--- src/rtl/vic_pkg.sv ---
package vic_pkg;
    localparam int VEC_W  = 8;
    localparam int ADDR_W = 2 * VEC_W;

    typedef enum logic [1:0] {
        F_IDLE = 2'd0,
        F_RDLO = 2'd1,
        F_RDHI = 2'd2,
        F_FIN  = 2'd3
    } fetch_st_t;

    typedef struct packed {
        logic [VEC_W-1:0] hi;
        logic [VEC_W-1:0] lo;
    } svc_addr_t;

    // Word-aligned table slot: base byte on top, pointer with bit 0 cleared below.
    function automatic logic [ADDR_W-1:0] table_addr(input logic [VEC_W-1:0] base,
                                                     input logic [VEC_W-1:0] ptr);
        return {base, ptr[VEC_W-1:1], 1'b0};
    endfunction
endpackage

--- src/rtl/vic_stage.sv ---
module vic_stage (
    input  logic clk,
    input  logic rst,
    input  logic iei,
    input  logic req,
    input  logic ack,
    input  logic reti,
    output logic ieo,
    output logic sel,
    output logic pend_o,
    output logic insvc_o
);
    logic pend_q, insvc_q;

    always_ff @(posedge clk) begin
        if (rst) begin
            pend_q  <= 1'b0;
            insvc_q <= 1'b0;
        end else if (ack) begin
            pend_q  <= 1'b0;
            insvc_q <= 1'b1;
        end else begin
            if (reti && iei && insvc_q)
                insvc_q <= 1'b0;
            if (req && !pend_q && !insvc_q)
                pend_q <= 1'b1;
        end
    end

    assign ieo     = iei && !pend_q && !insvc_q;
    assign sel     = iei && pend_q;
    assign pend_o  = pend_q;
    assign insvc_o = insvc_q;

    // acknowledge moves the stage into service
    p_ack_to_service_r9: assert property (@(posedge clk) disable iff (rst)
        ack |=> (insvc_q && !pend_q));

    // a return pulse seen with the enable high releases service
    p_reti_release_r10: assert property (@(posedge clk) disable iff (rst)
        (reti && iei && insvc_q && !ack) |=> !insvc_q);
endmodule

--- src/rtl/vic_fetch.sv ---
module vic_fetch
    import vic_pkg::*;
(
    input  logic              clk,
    input  logic              rst,
    input  logic              go,
    input  logic [VEC_W-1:0]  base,
    input  logic [VEC_W-1:0]  ptr,
    output logic              busy,
    output logic              mem_rd,
    output logic [ADDR_W-1:0] mem_addr,
    input  logic [VEC_W-1:0]  mem_rdata,
    output logic              tgt_valid,
    output logic [ADDR_W-1:0] tgt_addr
);
    fetch_st_t         st_q;
    logic [ADDR_W-1:0] slot_q;
    logic [VEC_W-1:0]  lo_q;
    svc_addr_t         tgt_q;
    logic              tv_q;

    always_ff @(posedge clk) begin
        if (rst) begin
            st_q   <= F_IDLE;
            slot_q <= '0;
            lo_q   <= '0;
            tgt_q  <= '0;
            tv_q   <= 1'b0;
        end else begin
            tv_q <= 1'b0;
            unique case (st_q)
                F_IDLE: if (go) begin
                    slot_q <= table_addr(base, ptr);
                    st_q   <= F_RDLO;
                end
                F_RDLO: st_q <= F_RDHI;
                F_RDHI: begin
                    lo_q <= mem_rdata;
                    st_q <= F_FIN;
                end
                F_FIN: begin
                    tgt_q.hi <= mem_rdata;
                    tgt_q.lo <= lo_q;
                    tv_q     <= 1'b1;
                    st_q     <= F_IDLE;
                end
                default: st_q <= F_IDLE;
            endcase
        end
    end

    assign busy      = (st_q != F_IDLE);
    assign mem_rd    = (st_q == F_RDLO) || (st_q == F_RDHI);
    assign mem_addr  = (st_q == F_RDHI) ? (slot_q | ADDR_W'(1)) : slot_q;
    assign tgt_valid = tv_q;
    assign tgt_addr  = tgt_q;

    // accepted acknowledge starts the low-byte read on an even address
    p_first_read_r7: assert property (@(posedge clk) disable iff (rst)
        (go && !busy) |=> (mem_rd && !mem_addr[0]));

    // the second read follows at the next address
    p_second_addr_r6: assert property (@(posedge clk) disable iff (rst)
        (mem_rd && $past(mem_rd)) |-> (mem_addr == $past(mem_addr) + ADDR_W'(1)));

    // target strobe lasts one cycle
    p_tgt_pulse_r7: assert property (@(posedge clk) disable iff (rst)
        tgt_valid |=> !tgt_valid);
endmodule

--- src/rtl/vic_chain.sv ---
module vic_chain
    import vic_pkg::*;
#(
    parameter int N_SRC = 4
) (
    input  logic                   clk,
    input  logic                   rst,
    input  logic                   mode2_en,
    input  logic                   vbase_we,
    input  logic [VEC_W-1:0]       vbase_din,
    input  logic                   chain_in,
    input  logic [N_SRC-1:0]       src_req,
    input  logic [N_SRC*VEC_W-1:0] src_ptr,
    input  logic                   ack_start,
    input  logic                   reti,
    output logic                   irq_out,
    output logic                   chain_out,
    output logic                   mem_rd,
    output logic [ADDR_W-1:0]      mem_addr,
    input  logic [VEC_W-1:0]       mem_rdata,
    output logic                   tgt_valid,
    output logic [ADDR_W-1:0]      tgt_addr
);
    logic [N_SRC:0]   en_link;
    logic [N_SRC-1:0] sel_v, pend_v, insvc_v, ack_v;
    logic [VEC_W-1:0] vbase_q, ptr_sel;
    logic             busy, ack_go;

    always_ff @(posedge clk) begin
        if (rst)           vbase_q <= '0;
        else if (vbase_we) vbase_q <= vbase_din;
    end

    assign en_link[0] = chain_in;

    for (genvar i = 0; i < N_SRC; i++) begin : g_stage
        vic_stage u_stage (
            .clk     (clk),
            .rst     (rst),
            .iei     (en_link[i]),
            .req     (src_req[i]),
            .ack     (ack_v[i]),
            .reti    (reti),
            .ieo     (en_link[i+1]),
            .sel     (sel_v[i]),
            .pend_o  (pend_v[i]),
            .insvc_o (insvc_v[i])
        );
    end

    always_comb begin
        ptr_sel = '0;
        for (int i = 0; i < N_SRC; i++)
            if (sel_v[i]) ptr_sel |= src_ptr[i*VEC_W +: VEC_W];
    end

    assign ack_go    = ack_start && mode2_en && !busy && (|sel_v);
    assign ack_v     = ack_go ? sel_v : '0;
    assign irq_out   = |sel_v;
    assign chain_out = en_link[N_SRC];

    vic_fetch u_fetch (
        .clk       (clk),
        .rst       (rst),
        .go        (ack_go),
        .base      (vbase_q),
        .ptr       (ptr_sel),
        .busy      (busy),
        .mem_rd    (mem_rd),
        .mem_addr  (mem_addr),
        .mem_rdata (mem_rdata),
        .tgt_valid (tgt_valid),
        .tgt_addr  (tgt_addr)
    );

    // the chain leaves at most one stage selected
    p_single_sel_r5: assert property (@(posedge clk) disable iff (rst)
        $onehot0(sel_v));

    // any active stage blocks the tail of the chain
    p_chain_block_r3: assert property (@(posedge clk) disable iff (rst)
        (|(pend_v | insvc_v)) |-> !chain_out);

    // no acknowledge reaches a stage while a read is in flight
    p_no_ack_busy_r8: assert property (@(posedge clk) disable iff (rst)
        busy |-> (ack_v == '0));
endmodule

--- config.mk ---
export PLATFORM = sky130hd
export DESIGN_NAME = vic_chain
export DESIGN_NICKNAME = d
export VERILOG_FILES = /design/src/rtl/vic_pkg.sv /design/src/rtl/vic_stage.sv /design/src/rtl/vic_fetch.sv /design/src/rtl/vic_chain.sv
export SDC_FILE = /design/constraint.sdc
export NUM_CORES = 1
export LEC_CHECK = 0
export ABC_AREA = 1
export BUFFER_PORTS_ARGS = -buffer_cell sky130_fd_sc_hd__buf_4
export CAP_MARGIN = 20
export CORE_ASPECT_RATIO = 1.2
export CORE_MARGIN = 2
export CORE_UTILIZATION = 50
export DETAILED_ROUTE_END_ITERATION = 10
export PLACE_DENSITY = 0.83
export SLEW_MARGIN = 10
export SYNTH_ARGS = -nofsm -noshare
export SYNTH_HDL_FRONTEND = slang
export SYNTH_SLANG_ARGS = --single-unit
--- constraint.sdc ---
create_clock -name clk -period 3.5 [get_ports clk]
set_input_delay 0.525 -clock clk [delete_from_list [all_inputs] [get_ports clk]]
set_output_delay 0.525 -clock clk [all_outputs]
set_load 0.03 [all_outputs]
==> results of run 1 <==
==> synth_stat cells, types with 3 or more instances <==
cell type  instances  area [sq um]
o21ai_1            8          40.0
nand3_1            7          35.0
nand2_2            5          31.3
a21oi_1           11          55.1
buf_6              3          33.8
nand2_1           56           210
dfxtp_1           58          1160
clkbuf_1           7          26.3
inv_1             25          93.8
ha_1               4          50.1
o21ai_0           35           175
nor2_1            99           372
==> power by group <==
part           switching [mW]  internal, mW
Clock                   0.265         0.334
Sequential             0.0537         0.768
Combinational           0.354         0.220
==> worst max-delay path, stage by stage, from the launching register on <==
cell and delay, ns:
dfxtp_1 0.34, nor2_4 0.15, nand3_4 0.13, inv_2 0.10, nand2_1 0.06, nor3_1 0.15, buf_4 0.19
==> area by class of cell <==
cell class	instances	area [sq um]
Clock inverter	3	21.3
Timing Repair Buffer	91	683
Inverter	27	101
Fill cell	424	1470
Multi-Input combinational cell	242	1140
Tap cell	60	75.1
Clock buffer	13	179
Sequential cell	58	1160
==> final timing paths <==
path / startpoint / to / slack, ns / cells after the start
setup reg to reg: u_fetch.st_q[0]$_SDFFE_PP0P_ / g_stage[2].u_stage.pend_o$_SDFFE_PP0P_ / 1.59 / 7
hold reg to reg: u_fetch.lo_q[1]$_SDFFE_PP0P_ / u_fetch.tgt_addr[1]$_SDFFE_PP0P_ / 0.48 / 2
setup / recovery: g_stage[0].u_stage.pend_o$_SDFFE_PP0P_ / chain_out / 1.52 / 6
hold / removal: rst / g_stage[1].u_stage.insvc_o$_SDFFE_PP0P_ / 0.41 / 2
==> metal layers <==
| layer | vias up | wire (um) |
|---|---|---|
| li1 | 1241 | - |
| met2 | 76 | 2920 |
| met1 | 1056 | 2440 |
| met3 | 11 | 387 |
| met4 | 0 | 95 |
| met5 | - | 0 |
==> cells by family after synthesis <==
logic type | count (synthesis) | synth area share
fa+ha+maj | 4 | 0.0203
buf+inv | 38 | 0.0673
compound gates | 60 | 0.130
flops | 58 | 0.470
simple gates | 178 | 0.312
==> flip-flops by register name, summed over array words and instances, names as in the netlist <==
| signal | cells |
|---|---|
| g_stage.u_stage.insvc_o | 4 |
| u_fetch.tgt_valid | 1 |
| u_fetch.tgt_addr | 16 |
| u_fetch.st_q | 2 |
| u_fetch.lo_q | 8 |
| vbase_q | 8 |
| u_fetch.slot_q | 15 |
| g_stage.u_stage.pend_o | 4 |
==> stage by stage <==
stage / power [mW] / utilization
2_1_floorplan: 1.20 / -
3_3_place_gp: 1.39 / 0.655
3_5_place_dp: 1.41 / 0.655
4_1_cts: 2.00 / 0.696
5_1_grt: 2.10 / 0.696
6_report: 1.99 / 0.696
==> metrics.txt, run 1 <==
worst slew pin tran 0.638 ns; Synth Warn # 0; Hold Vio Cnt, Final 0; Via density just under 5; initial antenna violation count 0; GRT busiest layer met2; Data required, critical path 2.97 ns; Worst Clk Skew roughly 0.0037 ns; global-route wire length before repair ~9400 um; gr usage total 0.226; vias in the first global route 2,232; Avg Inst Size Synth 7.31 sq um; register area share after synthesis 0.470; layout cell share with drive strength beyond 1 0.288; CP Launch Type register; Inst Count DP 478; PostCTS Resize Cnt 0; grt met3 use 0.0554; CTS buffer count 9; hold_ws 0.406 ns; post-route setup TNS 0 ns; post-route minimum period 1.98 ns; CTS sink cnt between 50 and 60; Pwr Density 593 nW/um^2; GR met2 Demand/Resource 0.403; cells after synthesis 338; Setup WS pre-CTS 1.53 ns; final instance area 3360 sq um; Initial Util 0.511; fraction of registers with async set/reset 0; final setup fails 0; clk buf depth 2; Area after DPL 3160 sq um; dominant synthesized flop cell dfxtp_1; Die Y 81.0 um; Post-CTS Setup Inserts 0; status finished clean; vias roughly 2,400; GRT overflow 0; Setup WS post-layout 1.52 ns; Lkg Pwr 1.75 nW; most frequent cells in the layout nor2_1, buf_4, dfxtp_1, nand2_1, o21ai_0; Hold WC Path Type in -> reg; DRC violations left 0; Setup crit end kind output pin; number of core rows 28; die area between 5000 and 6000 sq um; Starting DRT DRC Count 125; Wirelength per Cell 11.8 um; nets ~490; Initial DRT Pass Iterations 4; CTS tree yes; DP Wirelength 4140 um; n_diodes 0; DRT antenna net count 0; Worst VDD drop 0.000481 V; Post-synth EDFFs 0; # port buffers 90; core area 4830 sq um; final wirelength 5840 um; Cell Count, Final, Fillers Out 494; Worst EP arrival 1.46 ns; CTS root buffer clkbuf_8; post-synth cell types 27; worst-skew pair later-pin latency ~0.33 ns; commonest non-fill, non-tap cell in the layout nor2_1; CTS Hold Bufs 0; Final Wtd Congestion 0.801; area delta synth->final 36.2%; WS Path Type reg -> out; unrepaired setup endpoints after global routing false; post-route clock period utilization 0.566; Seq cells post-synth 58; M1 GR Usage 0.246; Slew Limit Fails 0; clock-pin slew on the worst setup and hold paths 0.06 ns; Post-Syn Area 2470 sq um; syn_nets 401; num ports 95; CP max FO 3; max-cap viol count 0; largest net degree at the start of global routing 31; fmax 0.505 GHz; DIE WIDTH 68.2 um; Slew headroom 0.574; CTS H-tree lvls 3
No activity file was read; power rests on OpenSTA's default activity.
==> run 2, diff against run 1 <==
- CORE_UTILIZATION: 50 -> 44
- PLACE_DENSITY: 0.83 -> 0.78
- clock period: 3.5 -> 1.65 ns (I/O delays scaled with it)
==> run 2 against run 1 <==
Sequential share of layout area is 1.4 points lower. Sequential power up 110%. Largest cell class is now multi-input combinational cells. Via count is 2.2% higher. Final area grew 4.6%. Flip-flop and latch count did not move. The flow now finishes with violations (setup timing). Register-to-register slack got worse by 1.5 ns.
==> metrics.txt, run 2 (synthesized netlist as in run 1, its figures left out) <==
status finished with violations (was finished clean); failing checks setup timing; fmax 0.595 GHz; DP Wirelength 4350 um (was 4140 um); DRC violations left 0 (unchanged); Worst Clk Skew 0.00795 ns (was 0.00365 ns); CP Launch Type register (unchanged); nets 501 (was 492); Lkg Pwr 1.81 nW (was 1.75 nW); unrepaired setup endpoints after global routing true (was false); clk buf depth 2 (unchanged); Via density 4.82 (was 4.83); worst-skew pair later-pin latency 0.34 ns (was 0.33 ns); commonest non-fill, non-tap cell in the layout nor2_1 (unchanged); flip-flop count of the largest register after layout 16 (unchanged); CP max FO 3 (unchanged); CTS tree yes (unchanged); CTS H-tree lvls 3 (unchanged); Int Pwr 2.99 mW (was 1.32 mW); CTS root buffer clkbuf_8 (unchanged); num ports 95 (unchanged); Switch Pwr 1.49 mW (was 0.673 mW); CTS sink cnt 58 (unchanged); largest net degree at the start of global routing 30 (was 31); Clk pwr share 0.321 (was 0.300); Slew headroom 0.693 (was 0.574); Core Util, Final 0.655 (was 0.696); Final Wtd Congestion 0.852 (was 0.801); clock-pin slew on the worst setup and hold paths 0.07 ns (was 0.06 ns); number of core rows 29 (was 28); vias in the first global route 2,343 (was 2,232); Wirelength per Cell 12.4 um (was 11.8 um); launch point of the worst path g_stage[0].u_stage.pend_o$_SDFFE_PP0P_ (unchanged); layout cell share with drive strength beyond 1 0.316 (was 0.288); post-route setup TNS -0.0308 ns (was 0 ns); Initial DRT Pass Iterations 4 (unchanged); gr usage total 0.206 (was 0.226); filler instances 475 (was 424); post-route minimum period 1.68 ns; Slew Limit Fails 0 (unchanged); area delta synth->final 42.4% (was 36.2%); Die Y 86.1 um (was 81.0 um); Starting DRT DRC Count 101 (was 125); crit path to irq_out (was chain_out); most frequent cells in the layout nor2_1, buf_4, nand2_1, dfxtp_1, o21ai_0 (was nor2_1, buf_4, dfxtp_1, nand2_1, o21ai_0); DRT antenna net count 0 (unchanged); worst slew pin tran 0.457 ns (was 0.638 ns); worst r2r src g_stage[0].u_stage.pend_o$_SDFFE_PP0P_ (was u_fetch.st_q[0]$_SDFFE_PP0P_); vias 2,436 (was 2,384); GRT overflow 0 (unchanged); DIE WIDTH 72.4 um (was 68.2 um); Switching Fraction 0.332 (was 0.337); Setup WS post-layout -0.0308 ns (was 1.52 ns); Worst VDD drop 0.000819 V (was 0.000481 V); end of the worst register-to-register path u_fetch.st_q[1]$_SDFFE_PP0P_ (was g_stage[2].u_stage.pend_o$_SDFFE_PP0P_); CTS buffer count 9 (unchanged); final setup fails 1 (was 0); flop2flop setup slack 0.10 ns (was 1.59 ns); final wirelength 6280 um (was 5840 um); # port buffers 90 (unchanged); CTS Hold Bufs 0 (unchanged); post-route clock period utilization 1.02; WS Path Type reg -> out (unchanged); Initial Util 0.460 (was 0.511); Sequential Power Share 0.389 (was 0.412); global-route wire length before repair 10,000 um (was 9440 um); Gate power share 0.290 (was 0.288); FF-to-FF path depth 10 (was 7); initial antenna violation count 0 (unchanged); Setup crit end kind output pin (unchanged); Hold WC Path Type in -> reg (unchanged); die area 6230 sq um (was 5520 sq um); Data required, critical path 1.40 ns (was 2.97 ns); Hold Vio Cnt, Final 0 (unchanged); n_diodes 0 (unchanged); Worst EP arrival 1.43 ns (was 1.46 ns); core area 5370 sq um (was 4830 sq um); max-cap viol count 0 (unchanged); Pwr Density 1270 nW/um^2 (was 593 nW/um^2)
==> run 2: cell types whose count changed in the layout (fill, tap and decap cells not counted), moves of 2 or more <==
cell,previous run,this run
buf_4,91,97
buf_6,0,2
bufinv_16,0,2
clkbuf_8,13,9
dfxtp_1,58,55
dfxtp_2,0,3
==> run 2: stage by stage <==
step	power [mW]	setup slack, ns	instance area, sq um	hold WS [ns]	std cells
5_1_grt	4.73	-0.0937	3520	0.124	505
3_5_place_dp	3.03	0.0848	3210	0.466	486
6_report	4.48	-0.0308	3520	0.121	505
2_1_floorplan	2.55	0.0235	2470	0.310	338
3_3_place_gp	3.00	0.130	3210	0.458	486
4_1_cts	4.49	-0.0254	3480	0.110	505
==> run 2: final cells by class <==
class,instances,area (sq um),area share
Multi-Input combinational cell,242,1180,0.337
Sequential cell,58,1160,0.331
Timing Repair Buffer,100,771,0.219
Clock buffer,9,124,0.0352
Inverter,27,104,0.0295
Clock inverter,7,93.8,0.0267
Tap cell,62,77.6,0.0220
==> run 2: how the worst min path moves through the flow <==
stage,from,endpoint,slack (ns),cells past startpoint
2_1_floorplan,rst,g_stage[0].u_stage.insvc_o$_SDFFE_PP0P_,0.31,1
3_3_place_gp,u_fetch.lo_q[7]$_SDFFE_PP0P_,u_fetch.tgt_addr[7]$_SDFFE_PP0P_,0.46,2
3_5_place_dp,u_fetch.lo_q[4]$_SDFFE_PP0P_,u_fetch.tgt_addr[4]$_SDFFE_PP0P_,0.47,2
4_1_cts,rst,g_stage[1].u_stage.insvc_o$_SDFFE_PP0P_,0.11,2
5_1_grt,rst,g_stage[1].u_stage.insvc_o$_SDFFE_PP0P_,0.12,2
6_report,rst,g_stage[0].u_stage.insvc_o$_SDFFE_PP0P_,0.12,2
==> run 2: per-layer routing <==
layer	track usage	wire [um]
met3	0.0588	373
met5	0	0
met4	0.104	145
met1	0.228	2610
met2	0.354	3150
==> run 2: timing repair <==
| action | CTS | global route |
|---|---|---|
| gates resized for setup | 6 | 8 |
| buffers inserted | 3 | 0 |
| pin swaps | 5 | 3 |
| setup endpoints to repair | 2 | 15 |
| endpoints found under the hold margin | 0 | 0 |
==> run 2: worst max-delay path: stages (launching register included) <==
cell     delay, ns
dfxtp_2       0.34
nor2_4        0.14
nand3_4       0.11
buf_12        0.15
nor2_8        0.09
nor2_4        0.06
nand2_4       0.07
buf_6         0.12
==> run 2: power by group through the flow <==
stage | clock, mW | combinational [mW] | sequential, mW
floorplan | 0 | 0.570 | 1.98
global placement | 0 | 1.24 | 1.76
detailed placement | 0 | 1.26 | 1.77
CTS | 1.46 | 1.29 | 1.75
global route | 1.52 | 1.43 | 1.77
finish | 1.44 | 1.30 | 1.75
==> run 3, diff against run 2 <==
- BUFFER_PORTS_ARGS: -buffer_cell sky130_fd_sc_hd__buf_4 -> -buffer_cell sky130_fd_sc_hd__buf_2
- REMOVE_ABC_BUFFERS: not set -> 1
- SKIP_LAST_GASP: not set -> 1
==> run 3 against run 2 <==
The run now ends clean. Setup slack improved by 0.043 ns. Non-clock buffer count is 1 lower. Via count is 0.78% lower. Routed wire length down 8.4%. Combinational power decreased by 10%. Critical path type unchanged. Highest routed layer unchanged.
==> metrics.txt, run 3 (synthesized netlist as in run 1, its figures left out) <==
status finished clean (was finished with violations); worst-skew pair later-pin latency 0.34 ns (about the same); Worst EP arrival 1.39 ns (was 1.43 ns); Pwr Total 4.24 mW (was 4.48 mW); DP Wirelength 4100 um (was 4350 um); core area 5370 sq um (unchanged); Hold Crit Start vbase_din[1] (was rst); CTS buffer count 9 (unchanged); Worst Clk Skew 0.00605 ns (was 0.00795 ns); hold depth 3 (was 2); worst stage delay on the critical path 0.34 ns (about the same); CTS tree yes (unchanged); flip-flop count of the largest register after layout 16 (unchanged); number of core rows 29 (unchanged); DIE WIDTH 72.4 um (unchanged); layout cell share with drive strength beyond 1 0.314 (was 0.316); end of the worst register-to-register path u_fetch.slot_q[13]$_SDFFE_PP0P_ (was u_fetch.st_q[1]$_SDFFE_PP0P_); Critical-path top delay cell dfxtp_2 (unchanged); vias in the first global route 2,234 (was 2,343); Switch Pwr 1.43 mW (was 1.49 mW); Worst VDD drop 0.000781 V (was 0.000819 V); most frequent cells in the layout nor2_1, buf_2, nand2_1, dfxtp_1, o21ai_0 (was nor2_1, buf_4, nand2_1, dfxtp_1, o21ai_0); CTS H-tree lvls 3 (unchanged); Switching Fraction 0.337 (was 0.332); Data required, critical path 1.40 ns (about the same); gr usage total 0.196 (was 0.206); largest net degree at the start of global routing 28 (was 30); Final Wtd Congestion 0.779 (was 0.852); commonest non-fill, non-tap cell in the layout nor2_1 (unchanged); Pwr Density 1300 nW/um^2 (was 1270 nW/um^2); final instance area 3260 sq um (was 3520 sq um); area delta synth->final 31.9% (was 42.4%); Cell Count, Final, Fillers Out 504 (was 505); Starting DRT DRC Count 87 (was 101); Int Pwr 2.81 mW (was 2.99 mW); die area 6230 sq um (unchanged); n_diodes 0 (unchanged); CP max FO 3 (unchanged); Core Util, Final 0.607 (was 0.655); Hold Path End vbase_q[1]$_SDFFE_PP0P_ (was g_stage[0].u_stage.insvc_o$_SDFFE_PP0P_); Initial DRT Pass Iterations 4 (unchanged); nets 500 (was 501); max-cap viol count 0 (unchanged); Wirelength per Cell 11.4 um (was 12.4 um); Hold WC Path Type in -> reg (unchanged); post-route minimum period 1.64 ns (was 1.68 ns); Gate power share 0.276 (was 0.290); Slew Limit Fails 0 (unchanged); final wirelength 5750 um (was 6280 um); num ports 95 (unchanged); Setup crit end kind output pin (unchanged); Clk pwr share 0.313 (was 0.321); Initial Util 0.460 (unchanged); global-route wire length before repair 9490 um (was 10,000 um); Lkg Pwr 1.75 nW (was 1.81 nW); CP Launch Type register (unchanged); Area after DPL 2990 sq um (was 3210 sq um); clk buf depth 2 (unchanged); worst r2r src u_fetch.st_q[0]$_SDFFE_PP0P_ (was g_stage[0].u_stage.pend_o$_SDFFE_PP0P_); final setup fails 0 (was 1); filler instances 497 (was 475); cell breakdown of the critical path nor2_4 -> nand3_4 -> inv_4 -> nand2_4 -> nor3_2 -> buf_4 (was nor2_4 -> nand3_4 -> buf_12 -> nor2_8 -> nor2_4 -> nand2_4 -> buf_6); # port buffers 90 (unchanged); post-route clock period utilization 0.992 (was 1.02); initial antenna violation count 0 (unchanged); DRT antenna net count 0 (unchanged); fmax 0.611 GHz (was 0.595 GHz); flop2flop setup slack 0.10 ns (about the same); CTS root buffer clkbuf_8 (unchanged); Inst Count DP 486 (unchanged); Die Y 86.1 um (unchanged); unrepaired setup endpoints after global routing true (unchanged); Slew headroom 0.698 (was 0.693); Via density 4.80 (was 4.82); worst slew pin tran 0.451 ns (was 0.457 ns); Hold Vio Cnt, Final 0 (unchanged); FF-to-FF path depth 7 (was 10); Sequential Power Share 0.411 (was 0.389); CTS sink cnt 58 (unchanged); GRT overflow 0 (unchanged); WS Path Type reg -> out (unchanged); clock-pin slew on the worst setup and hold paths 0.07 ns (about the same); DRC violations left 0 (unchanged); vias 2,417 (was 2,436)
-- run 3: stage by stage --
stage	setup slack [ns]	hold slack, ns	TNS [ns]
CTS	-0.0299	0.113	-0.0322
detailed placement	0.00706	0.465	0
finish	0.0124	0.130	0
floorplan	0.0235	0.310	0
global placement	0.0975	0.458	0
global route	-0.0958	0.132	-0.510
-- run 3: worst max-delay path by stage --
stage,start,end,depth (start not counted)
2_1_floorplan,g_stage[0].u_stage.pend_o$_SDFFE_PP0P_,chain_out,5
3_3_place_gp,u_fetch.st_q[0]$_SDFFE_PP0P_,u_fetch.slot_q[15]$_SDFFE_PP0P_,7
3_5_place_dp,u_fetch.st_q[0]$_SDFFE_PP0P_,u_fetch.slot_q[13]$_SDFFE_PP0P_,7
4_1_cts,g_stage[0].u_stage.insvc_o$_SDFFE_PP0P_,chain_out,6
5_1_grt,g_stage[0].u_stage.pend_o$_SDFFE_PP0P_,chain_out,6
6_report,g_stage[0].u_stage.pend_o$_SDFFE_PP0P_,chain_out,6
-- run 3: area by class of cell --
| class | count | area [sq um] | area share |
|---|---|---|---|
| Timing Repair Buffer | 99 | 527 | 0.162 |
| Sequential cell | 58 | 1160 | 0.357 |
| Tap cell | 62 | 77.6 | 0.0238 |
| Multi-Input combinational cell | 242 | 1180 | 0.363 |
| Inverter | 27 | 104 | 0.0318 |
| Clock buffer | 12 | 155 | 0.0476 |
| Clock inverter | 4 | 50.0 | 0.0153 |
-- run 3: metal layers --
| metal | part of all wire | track usage | vias to the layer above |
|---|---|---|---|
| met5 | 0 | 0 | - |
| met4 | 0.014 | 0.0724 | 0 |
| met3 | 0.060 | 0.0764 | 9 |
| met2 | 0.51 | 0.345 | 63 |
| met1 | 0.42 | 0.209 | 1086 |
| li1 | - | - | 1259 |
-- run 3: power groups by stage --
stage / combinational, mW / clock [mW] / sequential (mW)
final: 1.17 / 1.32 / 1.74
after floorplan: 0.546 / 0 / 1.98
after global placement: 1.10 / 0 / 1.76
after global routing: 1.30 / 1.42 / 1.77
after CTS: 1.15 / 1.37 / 1.74
after detailed placement: 1.13 / 0 / 1.76
-- run 3: critical path, delay by kind of cell (launching register included) --
kind / cells / cell delay, ns
buf+inv: 2 / 0.28
simple gates: 4 / 0.44
flops: 1 / 0.34
-- run 3: repair_timing --
action / 4_1_cts / 5_1_grt
resized for setup: 10 / 5
endpoints found under the setup margin: 3 / 15
pin swaps: 4 / 4
hold buffers: 0 / 0
setup buffers: 1 / 1
